$ cat src/rtl/raster_pkg.sv
package raster_pkg;
    typedef enum logic [1:0] {
        EV_NONE = 2'd0,
        EV_DMA  = 2'd1,
        EV_NMI  = 2'd2,
        EV_IRQ  = 2'd3
    } rt_event_t;
endpackage

$ cat src/rtl/raster_cmp.sv
module raster_cmp #(
    parameter int LW      = 9,
    parameter int DW      = 9,
    parameter int CW      = 11,
    parameter int DMA_DOT = 278,
    parameter int NMI_CYC = 12
) (
    input  logic [LW-1:0] vline,
    input  logic [DW-1:0] hdot,
    input  logic [CW-1:0] hcyc,
    input  logic [LW-1:0] vis_lines,
    input  logic [LW-1:0] vtarget,
    input  logic [DW-1:0] htarget,
    input  logic          virq_en,
    input  logic          hirq_en,
    output logic          dma_hit,
    output logic          nmi_hit,
    output logic          irq_hit
);
    localparam int LX = LW + 1;

    logic [LX-1:0] line_ext;
    logic [LX-1:0] first_blank;

    assign line_ext    = {1'b0, vline};
    assign first_blank = {1'b0, vis_lines} + LX'(1);

    // horizontal-blank transfer window on visible lines only
    assign dma_hit = (vline < vis_lines) && (hdot >= DW'(DMA_DOT));

    // vertical blank entry with a cycle offset on its first line
    assign nmi_hit = ((line_ext == first_blank) && (hcyc >= CW'(NMI_CYC)))
                   || (line_ext > first_blank);

    always_comb begin
        unique case ({virq_en, hirq_en})
            2'b11:   irq_hit = (vline == vtarget) && (hdot >= htarget);
            2'b10:   irq_hit = (vline == vtarget);
            2'b01:   irq_hit = (hdot >= htarget);
            default: irq_hit = 1'b0;
        endcase
    end
endmodule

$ cat src/rtl/raster_ctl.sv
module raster_ctl
    import raster_pkg::*;
#(
    parameter int LW        = 9,
    parameter int PW        = 5,
    parameter int POLL_LINE = 225,
    parameter int PAD_LOAD  = 16
) (
    input  logic          clk,
    input  logic          rst_n,
    input  logic          eval,
    input  logic          line_start,
    input  logic          frame_start,
    input  logic [LW-1:0] vline,
    input  logic          dma_hit,
    input  logic          nmi_hit,
    input  logic          irq_hit,
    input  logic          nmi_en,
    input  logic          virq_en,
    input  logic          irq_mask,
    input  logic          dma_busy,
    input  logic          autopoll_en,
    input  logic          status_rd,
    output logic          dma_req,
    output logic          nmi_req,
    output logic          irq_req,
    output logic          nmi_line,
    output logic          irq_line,
    output logic          nmi_trig,
    output logic          irq_trig,
    output logic          stat_read,
    output logic          poll_pulse,
    output logic [PW-1:0] pad_pos
);
    rt_event_t ev_q, ev_nx;
    logic      take_nmi;
    logic      dma_done;
    logic      boundary;

    assign boundary = line_start || frame_start;

    // next-event decision: DMA, then NMI, then IRQ
    always_comb begin
        ev_nx    = EV_NONE;
        take_nmi = 1'b0;
        if (!boundary && eval) begin
            if (dma_hit && !dma_done) begin
                ev_nx = EV_DMA;
            end else if (!dma_busy) begin
                if (nmi_hit && !nmi_trig) begin
                    take_nmi = 1'b1;
                    if (nmi_en) ev_nx = EV_NMI;
                end
                if (ev_nx == EV_NONE && !irq_mask && irq_hit && irq_line)
                    ev_nx = EV_IRQ;
            end
        end
    end

    // state register
    always_ff @(posedge clk) begin
        if (!rst_n) ev_q <= EV_NONE;
        else        ev_q <= ev_nx;
    end

    // latches and interrupt lines
    always_ff @(posedge clk) begin
        if (!rst_n) begin
            dma_done   <= 1'b0;
            nmi_trig   <= 1'b0;
            irq_trig   <= 1'b0;
            nmi_line   <= 1'b1;
            irq_line   <= 1'b1;
            stat_read  <= 1'b0;
            poll_pulse <= 1'b0;
            pad_pos    <= '0;
        end else begin
            poll_pulse <= 1'b0;
            if (status_rd) stat_read <= 1'b1;
            if (line_start) begin
                dma_done <= 1'b0;
                if (!virq_en) irq_line <= 1'b1;
                if (autopoll_en && (vline == LW'(POLL_LINE))) begin
                    poll_pulse <= 1'b1;
                    pad_pos    <= PW'(PAD_LOAD);
                end
            end
            if (frame_start) begin
                dma_done  <= 1'b0;
                nmi_trig  <= 1'b0;
                irq_trig  <= 1'b0;
                stat_read <= 1'b0;
                nmi_line  <= 1'b1;
                irq_line  <= 1'b1;
            end
            if (ev_nx == EV_DMA) dma_done <= 1'b1;
            if (take_nmi) begin
                nmi_trig <= 1'b1;
                nmi_line <= 1'b0;
            end
            if (ev_nx == EV_IRQ) begin
                irq_trig <= 1'b1;
                irq_line <= 1'b0;
            end
        end
    end

    // output decode
    always_comb begin
        dma_req = 1'b0;
        nmi_req = 1'b0;
        irq_req = 1'b0;
        unique case (ev_q)
            EV_DMA:  dma_req = 1'b1;
            EV_NMI:  nmi_req = 1'b1;
            EV_IRQ:  irq_req = 1'b1;
            default: ;
        endcase
    end

    assert_dma_hit_R1: assert property (@(posedge clk) disable iff (!rst_n)
        dma_req |-> $past(dma_hit) && $past(eval));

    assert_nmi_low_R2: assert property (@(posedge clk) disable iff (!rst_n)
        $rose(nmi_trig) |-> !nmi_line);

    assert_nmi_enable_R3: assert property (@(posedge clk) disable iff (!rst_n)
        nmi_req |-> $past(nmi_en) && !nmi_line);

    assert_irq_high_R5: assert property (@(posedge clk) disable iff (!rst_n)
        irq_req |-> $past(irq_line) && !irq_line && irq_trig);

    assert_busy_R7: assert property (@(posedge clk) disable iff (!rst_n)
        (nmi_req || irq_req) |-> !$past(dma_busy));

    assert_frame_clear_R8: assert property (@(posedge clk) disable iff (!rst_n)
        $past(frame_start) |-> !nmi_trig && !stat_read && nmi_line && irq_line);

    assert_poll_R9: assert property (@(posedge clk) disable iff (!rst_n)
        poll_pulse |-> pad_pos == PW'(PAD_LOAD));
endmodule

$ cat src/rtl/raster_evt_unit.sv
module raster_evt_unit #(
    parameter int LW        = 9,
    parameter int DW        = 9,
    parameter int CW        = 11,
    parameter int PW        = 5,
    parameter int DMA_DOT   = 278,
    parameter int NMI_CYC   = 12,
    parameter int POLL_LINE = 225,
    parameter int PAD_LOAD  = 16
) (
    input  logic          clk,
    input  logic          rst_n,
    input  logic          eval,
    input  logic          line_start,
    input  logic          frame_start,
    input  logic [LW-1:0] vline,
    input  logic [DW-1:0] hdot,
    input  logic [CW-1:0] hcyc,
    input  logic [LW-1:0] vis_lines,
    input  logic [LW-1:0] vtarget,
    input  logic [DW-1:0] htarget,
    input  logic          nmi_en,
    input  logic          virq_en,
    input  logic          hirq_en,
    input  logic          irq_mask,
    input  logic          dma_busy,
    input  logic          autopoll_en,
    input  logic          status_rd,
    output logic          dma_req,
    output logic          nmi_req,
    output logic          irq_req,
    output logic          nmi_line,
    output logic          irq_line,
    output logic          nmi_trig,
    output logic          irq_trig,
    output logic          stat_read,
    output logic          poll_pulse,
    output logic [PW-1:0] pad_pos
);
    logic dma_hit, nmi_hit, irq_hit;

    raster_cmp #(
        .LW(LW), .DW(DW), .CW(CW), .DMA_DOT(DMA_DOT), .NMI_CYC(NMI_CYC)
    ) u_cmp (
        .vline(vline), .hdot(hdot), .hcyc(hcyc), .vis_lines(vis_lines),
        .vtarget(vtarget), .htarget(htarget),
        .virq_en(virq_en), .hirq_en(hirq_en),
        .dma_hit(dma_hit), .nmi_hit(nmi_hit), .irq_hit(irq_hit)
    );

    raster_ctl #(
        .LW(LW), .PW(PW), .POLL_LINE(POLL_LINE), .PAD_LOAD(PAD_LOAD)
    ) u_ctl (
        .clk(clk), .rst_n(rst_n), .eval(eval),
        .line_start(line_start), .frame_start(frame_start), .vline(vline),
        .dma_hit(dma_hit), .nmi_hit(nmi_hit), .irq_hit(irq_hit),
        .nmi_en(nmi_en), .virq_en(virq_en), .irq_mask(irq_mask),
        .dma_busy(dma_busy), .autopoll_en(autopoll_en), .status_rd(status_rd),
        .dma_req(dma_req), .nmi_req(nmi_req), .irq_req(irq_req),
        .nmi_line(nmi_line), .irq_line(irq_line),
        .nmi_trig(nmi_trig), .irq_trig(irq_trig), .stat_read(stat_read),
        .poll_pulse(poll_pulse), .pad_pos(pad_pos)
    );
endmodule

$ cat config.mk
export PLATFORM = sky130hd
export DESIGN_NAME = raster_evt_unit
export DESIGN_NICKNAME = d
export VERILOG_FILES = /design/src/rtl/raster_pkg.sv /design/src/rtl/raster_cmp.sv /design/src/rtl/raster_ctl.sv /design/src/rtl/raster_evt_unit.sv
export SDC_FILE = /design/constraint.sdc
export NUM_CORES = 1
export LEC_CHECK = 0
export CAP_MARGIN = 20
export CORE_MARGIN = 1
export CORE_UTILIZATION = 39
export DETAILED_ROUTE_END_ITERATION = 16
export GPL_TIMING_DRIVEN = 0
export PLACE_DENSITY = 0.8
export SLEW_MARGIN = 20
export SYNTH_ARGS = -nofsm -noshare
export SYNTH_HDL_FRONTEND = slang
export SYNTH_SLANG_ARGS = --single-unit
$ cat constraint.sdc
create_clock -name clk -period 3.5 [get_ports clk]
set_input_delay 0.7 -clock clk [delete_from_list [all_inputs] [get_ports clk]]
set_output_delay 0.7 -clock clk [all_outputs]
set_load 0.03 [all_outputs]
==> results of run 1 <==
[routing by layer]
layer / up-vias / wire length (um) / track usage [%]
li1: 797 / - / -
met1: 693 / 1700 / 24.5
met2: 47 / 1950 / 38.7
met3: 2 / 181 / 2.76
met4: 0 / 12 / 5.23
met5: - / 0 / 0
[sequential cells by signal, indices dropped and copies added, names as in the netlist]
name,cells
u_ctl.nmi_trig,1
u_ctl.irq_line,1
u_ctl.irq_trig,1
u_ctl.dma_done,1
u_ctl.stat_read,1
u_ctl.nmi_line,1
u_ctl.ev_q,2
u_ctl.poll_pulse,1
u_ctl.pad_pos,1
[stage by stage]
stage / setup WS, ns / util [%] / setup TNS [ns] / hold WS (ns) / area (um^2)
floorplan: 0.659 / - / 0 / 0.483 / 1430
global placement: -0.158 / 65.5 / -0.229 / 0.435 / 2240
detailed placement: -0.171 / 65.5 / -0.284 / 0.445 / 2240
CTS: 0.0911 / 66.1 / 0 / 0.459 / 2260
global route: 0.0172 / 66.2 / 0 / 0.477 / 2260
finish: 0.0943 / 66.2 / 0 / 0.451 / 2260
[path summary, 6_finish.rpt]
path,from,endpoint,slack (ns),depth (start not counted)
worst max-delay path,vis_lines[0],u_ctl.irq_trig,0.09,10
worst min-delay path,u_ctl.nmi_line,u_ctl.nmi_line,0.45,1
worst max register to register,u_ctl.nmi_trig,u_ctl.irq_trig,1.96,5
worst min register to register,u_ctl.nmi_line,u_ctl.nmi_line,0.45,1
[logic make-up (layout without fill, tap and decap cells)]
| family | count (synthesis) | in the layout | synth area share (%) |
|---|---|---|---|
| adders and majority gates | 28 | 28 | 24.7 |
| buffers and inverters | 27 | 105 | 8.22 |
| DFF | 10 | 10 | 14.1 |
| other | 1 | 4 | 0.265 |
| AOI/OAI and AO/OA | 29 | 29 | 14.9 |
| xor gates and xnor gates | 16 | 16 | 9.89 |
| and+or+nand+nor | 67 | 67 | 27.8 |
[area by class of cell]
class                           instances  area [um^2]
Multi-Input combinational cell        144         1110
Sequential cell                        10          200
Fill cell                             311         1150
Buffer                                  4         30.0
Clock buffer                            3         22.5
Tap cell                               46         57.6
Timing Repair Buffer                   75          751
Inverter                               23         86.3
[synthesized netlist by cell type, drive strengths merged (2+ instances only)]
cell,n
and3,2
nor2b,5
xnor2,8
nor4,4
o211ai,2
o21ai,4
nand3,7
inv,23
a211oi,2
nand2,8
dfxtp,10
nand2b,4
nand4,5
ha,28
nand4b,2
nor2,10
buf,4
nor3,9
a21o,4
o21a,2
o2111ai,2
a21oi,6
nand3b,3
xor2,8
[worst reg2reg max path, cell delays in order, from the launching register on]
cell	delay (ns)
dfxtp_1	0.31
inv_1	0.07
o2111ai_1	0.12
or4b_4	0.52
and4bb_4	0.22
a2bb2o_4	0.19
[power groups by stage]
stage / clock network, uW / logic (uW) / registers [uW]
2_1_floorplan: 0 / 99.7 / 119
3_3_place_gp: 0 / 208 / 118
3_5_place_dp: 0 / 212 / 118
4_1_cts: 76.5 / 213 / 116
5_1_grt: 83.6 / 236 / 116
6_report: 73.2 / 214 / 116
[timing repair]
action	4_1_cts	5_1_grt
hold buffers	0	0
endpoints found under the setup margin	0	1
resized for setup	0	1
==> results.json, run 1 <==
{
  "status": "finished, final reports clean",
  "yosys_register_bits": 10,
  "power_density_mw_per_mm2": 178,
  "die_h_um": 62.3,
  "max-slew-margin-rel_pct": 60.8,
  "cts_buffers": 3,
  "ir_worst_vdd_mv": 0.0723,
  "grt_usage_pct": 20.7,
  "core_area_mm2": 0.00342,
  "critical_path_buf_inv_count": 1,
  "path_delay_family": "simple AND/OR/NAND/NOR gates",
  "synth_area_leaders": "ha_1 (25%), dfxtp_1 (14%), inv_1 (6.1%)",
  "synth_top_area_cell": "ha_1",
  "clk_latency_ns": 0.25,
  "p_int_uw": 278,
  "layout_common_cells": "clkdlybuf4s50_1 (75), ha_1 (27), inv_1 (23)",
  "required_ns": 3.65,
  "grt_pass1_wl_um": 6570,
  "avgRoutedWirePerCell_um": 12.6,
  "drtIter0Drc": 63,
  "cellLeakagePower_uw": 0.000983,
  "dieArea_mm2": 0.00388,
  "swShare_pct": 31.0,
  "die_w_um": 62.3,
  "p_clk_share_pct": 18.2,
  "finClkSkew_ns": 0.00204,
  "synthDistinctLibCells": 40,
  "cts.reportedPaths.clkPinSlew_ns": 0.06,
  "drc_errors": 0,
  "avgViaCountPerCell": 5.05,
  "ys.flop_type": "dfxtp_1",
  "max_freq_ghz": 0.294,
  "cp-start-kind": "input port",
  "cts_sinks": 10,
  "diodes": 0,
  "io_buffers": 75,
  "rsz0062_at_grt": "no",
  "cts_setup_buffers": 0,
  "antenna_found_initial": 0,
  "synth_area_mm2": 0.00142,
  "cts_tree": "done",
  "layout-drive-gt1-share_pct": 4.63,
  "grt-ovfl-total": 0,
  "root_buffer": "clkbuf_4",
  "ant_nets": 0,
  "grt_max_degree": 8,
  "crit_top_cell": "nand3_1",
  "crit_chain": "clkdlybuf4s50_1, ha_2, nand3_1, xnor2_1, ha_1, nand3_1, o31a_1, or4b_4, and4bb_4, a2bb2o_4",
  "total_power_uw": 403,
  "maxCapViolCount": 0,
  "slew_violations": 0,
  "slowest_delay_ns": 0.59,
  "end_kind": "flop",
  "drt_wl_total_um": 3850,
  "num_rows": 21,
  "htreeDepth": 1,
  "worst_pin_slew_ns": 0.574,
  "period_needed_ns": 3.41,
  "num_io_pins": 82,
  "setup.worst_path.class": "input port to flop",
  "finalHoldViolCount": 0,
  "grt_pass1_vias": 1584,
  "areaGrowthSynthToFinish_pct": 59.6,
  "combinationalPowerShare_pct": 53.1,
  "clock_path_buffers": 2,
  "pwr-share-seq_pct": 28.7,
  "hp-class": "flop to flop",
  "avgSynthCellArea_um2": 7.96,
  "cp_slowest_cell": "clkdlybuf4s50_1",
  "firstDrtPassIters": 4,
  "switchingPower_uw": 125,
  "path_max_fanout": 6,
  "layout_commonest_cell": "clkdlybuf4s50_1",
  "yosys.area.top_type_share_pct": 24.7,
  "place_inst": 302,
  "ys_seq_area_share_pct": 14.1,
  "start_util_pct": 41.5,
  "setup_viol": 0,
  "num_vias": 1539,
  "final_cells": 305,
  "synth-edff-count": 0,
  "gp_congestion": 0.888,
  "post-route-period-util_pct": 97.3,
  "yosys_warnings": 0,
  "synthArstFlopShare_pct": 0,
  "cp.arrival_ns": 3.56,
  "syn_inst": 178,
  "hpwl_um": 3480,
  "nNetsFinal": 357
}
Power figures use the tool's default switching activity.
==> run 2, diff against run 1 <==
--- a/config.mk
+++ b/config.mk
@@ -6,7 +6,7 @@
 export NUM_CORES = 1
 export LEC_CHECK = 0
 export CAP_MARGIN = 20
-export CORE_MARGIN = 1
+export CORE_MARGIN = 10
 export CORE_UTILIZATION = 39
 export DETAILED_ROUTE_END_ITERATION = 16
 export GPL_TIMING_DRIVEN = 0
==> constraint.sdc (replaced) <==
create_clock -name clk -period 3.6 [get_ports clk]
set_input_delay 0.72 -clock clk [delete_from_list [all_inputs] [get_ports clk]]
set_output_delay 0.72 -clock clk [all_outputs]
set_load 0.03 [all_outputs]
==> run 2 against run 1 <==
Effect of this change:
- flip-flop and latch count is the same
- clock-buffer cell count grew 1
- die area grew 66%
- power grew 3.9%
- final cell count grew 0.33%
- first-iteration DRC count shrank 29%
- largest cell class unchanged
==> results.json, run 2 (synthesis gave the netlist of run 1 again) <==
{
  "status": "finished, final reports clean",
  "drt_wl_total_um": 4290,
  "grt_pass1_vias": 1490,
  "hpwl_um": 4000,
  "maxCapViolCount": 0,
  "place_area_mm2": 0.00224,
  "setup_viol": 0,
  "place_inst": 302,
  "cts_setup_buffers": 0,
  "ctsHoldBuffers": 0,
  "avgViaCountPerCell": 4.91,
  "max_freq_ghz": 0.293,
  "cts_tree": "done",
  "hold_slack_ns": 0.453,
  "cts.reportedPaths.clkPinSlew_ns": 0.07,
  "finish.utilization_pct": 66.5,
  "gp_congestion": 0.807,
  "core_area_mm2": 0.00342,
  "dieArea_mm2": 0.00644,
  "layout_commonest_cell": "clkdlybuf4s50_1",
  "final.fill_count": 314,
  "setup.worst_path.class": "input port to flop",
  "die_h_um": 80.3,
  "end_kind": "flop",
  "cellLeakagePower_uw": 0.000992,
  "layout_common_cells": "clkdlybuf4s50_1 (75), ha_1 (28), inv_1 (23)",
  "crit_path_start": "vis_lines[0]",
  "ctsResizeCount": 0,
  "required_ns": 3.77,
  "num_vias": 1503,
  "grt-ovfl-total": 0,
  "io_buffers": 75,
  "num_rows": 21,
  "grt_usage_pct": 12.9,
  "path_max_fanout": 6,
  "ant_nets": 0,
  "largest_reg_flops": 2,
  "r2r-start": "u_ctl.nmi_trig",
  "critical_path_buf_inv_count": 1,
  "start_util_pct": 41.5,
  "drtIter0Drc": 45,
  "root_buffer": "clkbuf_4",
  "finClkSkew_ns": 0.00246,
  "clock_path_buffers": 2,
  "areaGrowthSynthToFinish_pct": 60.4,
  "path_depth": 10,
  "antenna_found_initial": 0,
  "grt_max_degree": 8,
  "diodes": 0,
  "avgRoutedWirePerCell_um": 14.0,
  "final_cells": 306,
  "worstHoldStart": "u_ctl.nmi_line",
  "period_needed_ns": 3.41,
  "rsz0062_at_grt": "no",
  "nNetsFinal": 357,
  "post-route-period-util_pct": 94.7,
  "clk_latency_ns": 0.27,
  "cp.arrival_ns": 3.58,
  "hold_depth": 1,
  "grt_pass1_wl_um": 6690,
  "cp-start-kind": "input port",
  "slowest_delay_ns": 0.58,
  "cts_sinks": 10,
  "seqCellArea_um2": 200,
  "ir_worst_vdd_mv": 0.0813,
  "die_w_um": 80.3,
  "power_density_mw_per_mm2": 184,
  "fin_area_mm2": 0.00227,
  "slew_violations": 0,
  "top_register": "u_ctl.ev_q",
  "ff2ff_path_depth": 5,
  "cp_slowest_cell": "clkdlybuf4s50_1",
  "drc_errors": 0,
  "htreeDepth": 1,
  "multiInputGateArea_mm2": 0.00111,
  "pre_cts_ws_ns": -0.0887,
  "num_io_pins": 82,
  "finalHoldViolCount": 0,
  "firstDrtPassIters": 4,
  "path_delay_family": "simple AND/OR/NAND/NOR gates",
  "crit_chain": "clkdlybuf4s50_1, ha_1, nand3_1, xnor2_1, ha_1, nand3_1, o31a_1, or4b_4, and4bb_4, a2bb2o_4",
  "hp-class": "flop to flop",
  "setup_ws_ns": 0.189,
  "layout-drive-gt1-share_pct": 4.62,
  "cts_buffers": 3
}
-- run 2: cell types whose count changed in the layout (fill, tap and decap cells not counted), sizes merged --
cell	delta
clkbuf	+1
-- run 2: through the flow --
step           power (uW)  TNS (ns)
6_report              418         0
4_1_cts               422         0
5_1_grt               449         0
2_1_floorplan         213         0
3_3_place_gp          316   -0.0552
3_5_place_dp          320    -0.100
-- run 2: worst reg2reg max path, delay by kind of cell, from the launching register on --
kind | cells | cell delay (ns)
flip-flops | 1 | 0.31
buffers and inverters | 1 | 0.07
AO/OA/AOI/OAI | 2 | 0.32
AND/OR/NAND/NOR | 2 | 0.75
-- run 2: final timing paths --
| kind | to | slack [ns] |
|---|---|---|
| worst max-delay path | u_ctl.irq_trig | 0.19 |
| worst min-delay path | u_ctl.nmi_line | 0.45 |
| worst max register to register | u_ctl.irq_trig | 2.05 |
| worst min register to register | u_ctl.nmi_line | 0.45 |
-- run 2: layout make-up --
type,instances,share of cell area [%]
Sequential cell,10,8.81
Inverter,23,3.80
Timing Repair Buffer,75,33.0
Multi-Input combinational cell,144,48.9
Tap cell,46,2.53
Buffer,4,1.32
Clock buffer,4,1.60
-- run 2: metal layers --
metal	GRT usage, %	up-vias	wire [um]
li1	-	798	-
met2	23.4	38	2150
met4	4.23	0	46
met1	14.2	663	1830
met3	3.12	4	262
met5	0	-	0
-- run 2: where the power goes --
part / total, uW / internal (uW) / switching [uW]
registers: 112 / 112 / 0.527
logic: 205 / 119 / 85.9
clock network: 101 / 61.5 / 39.7
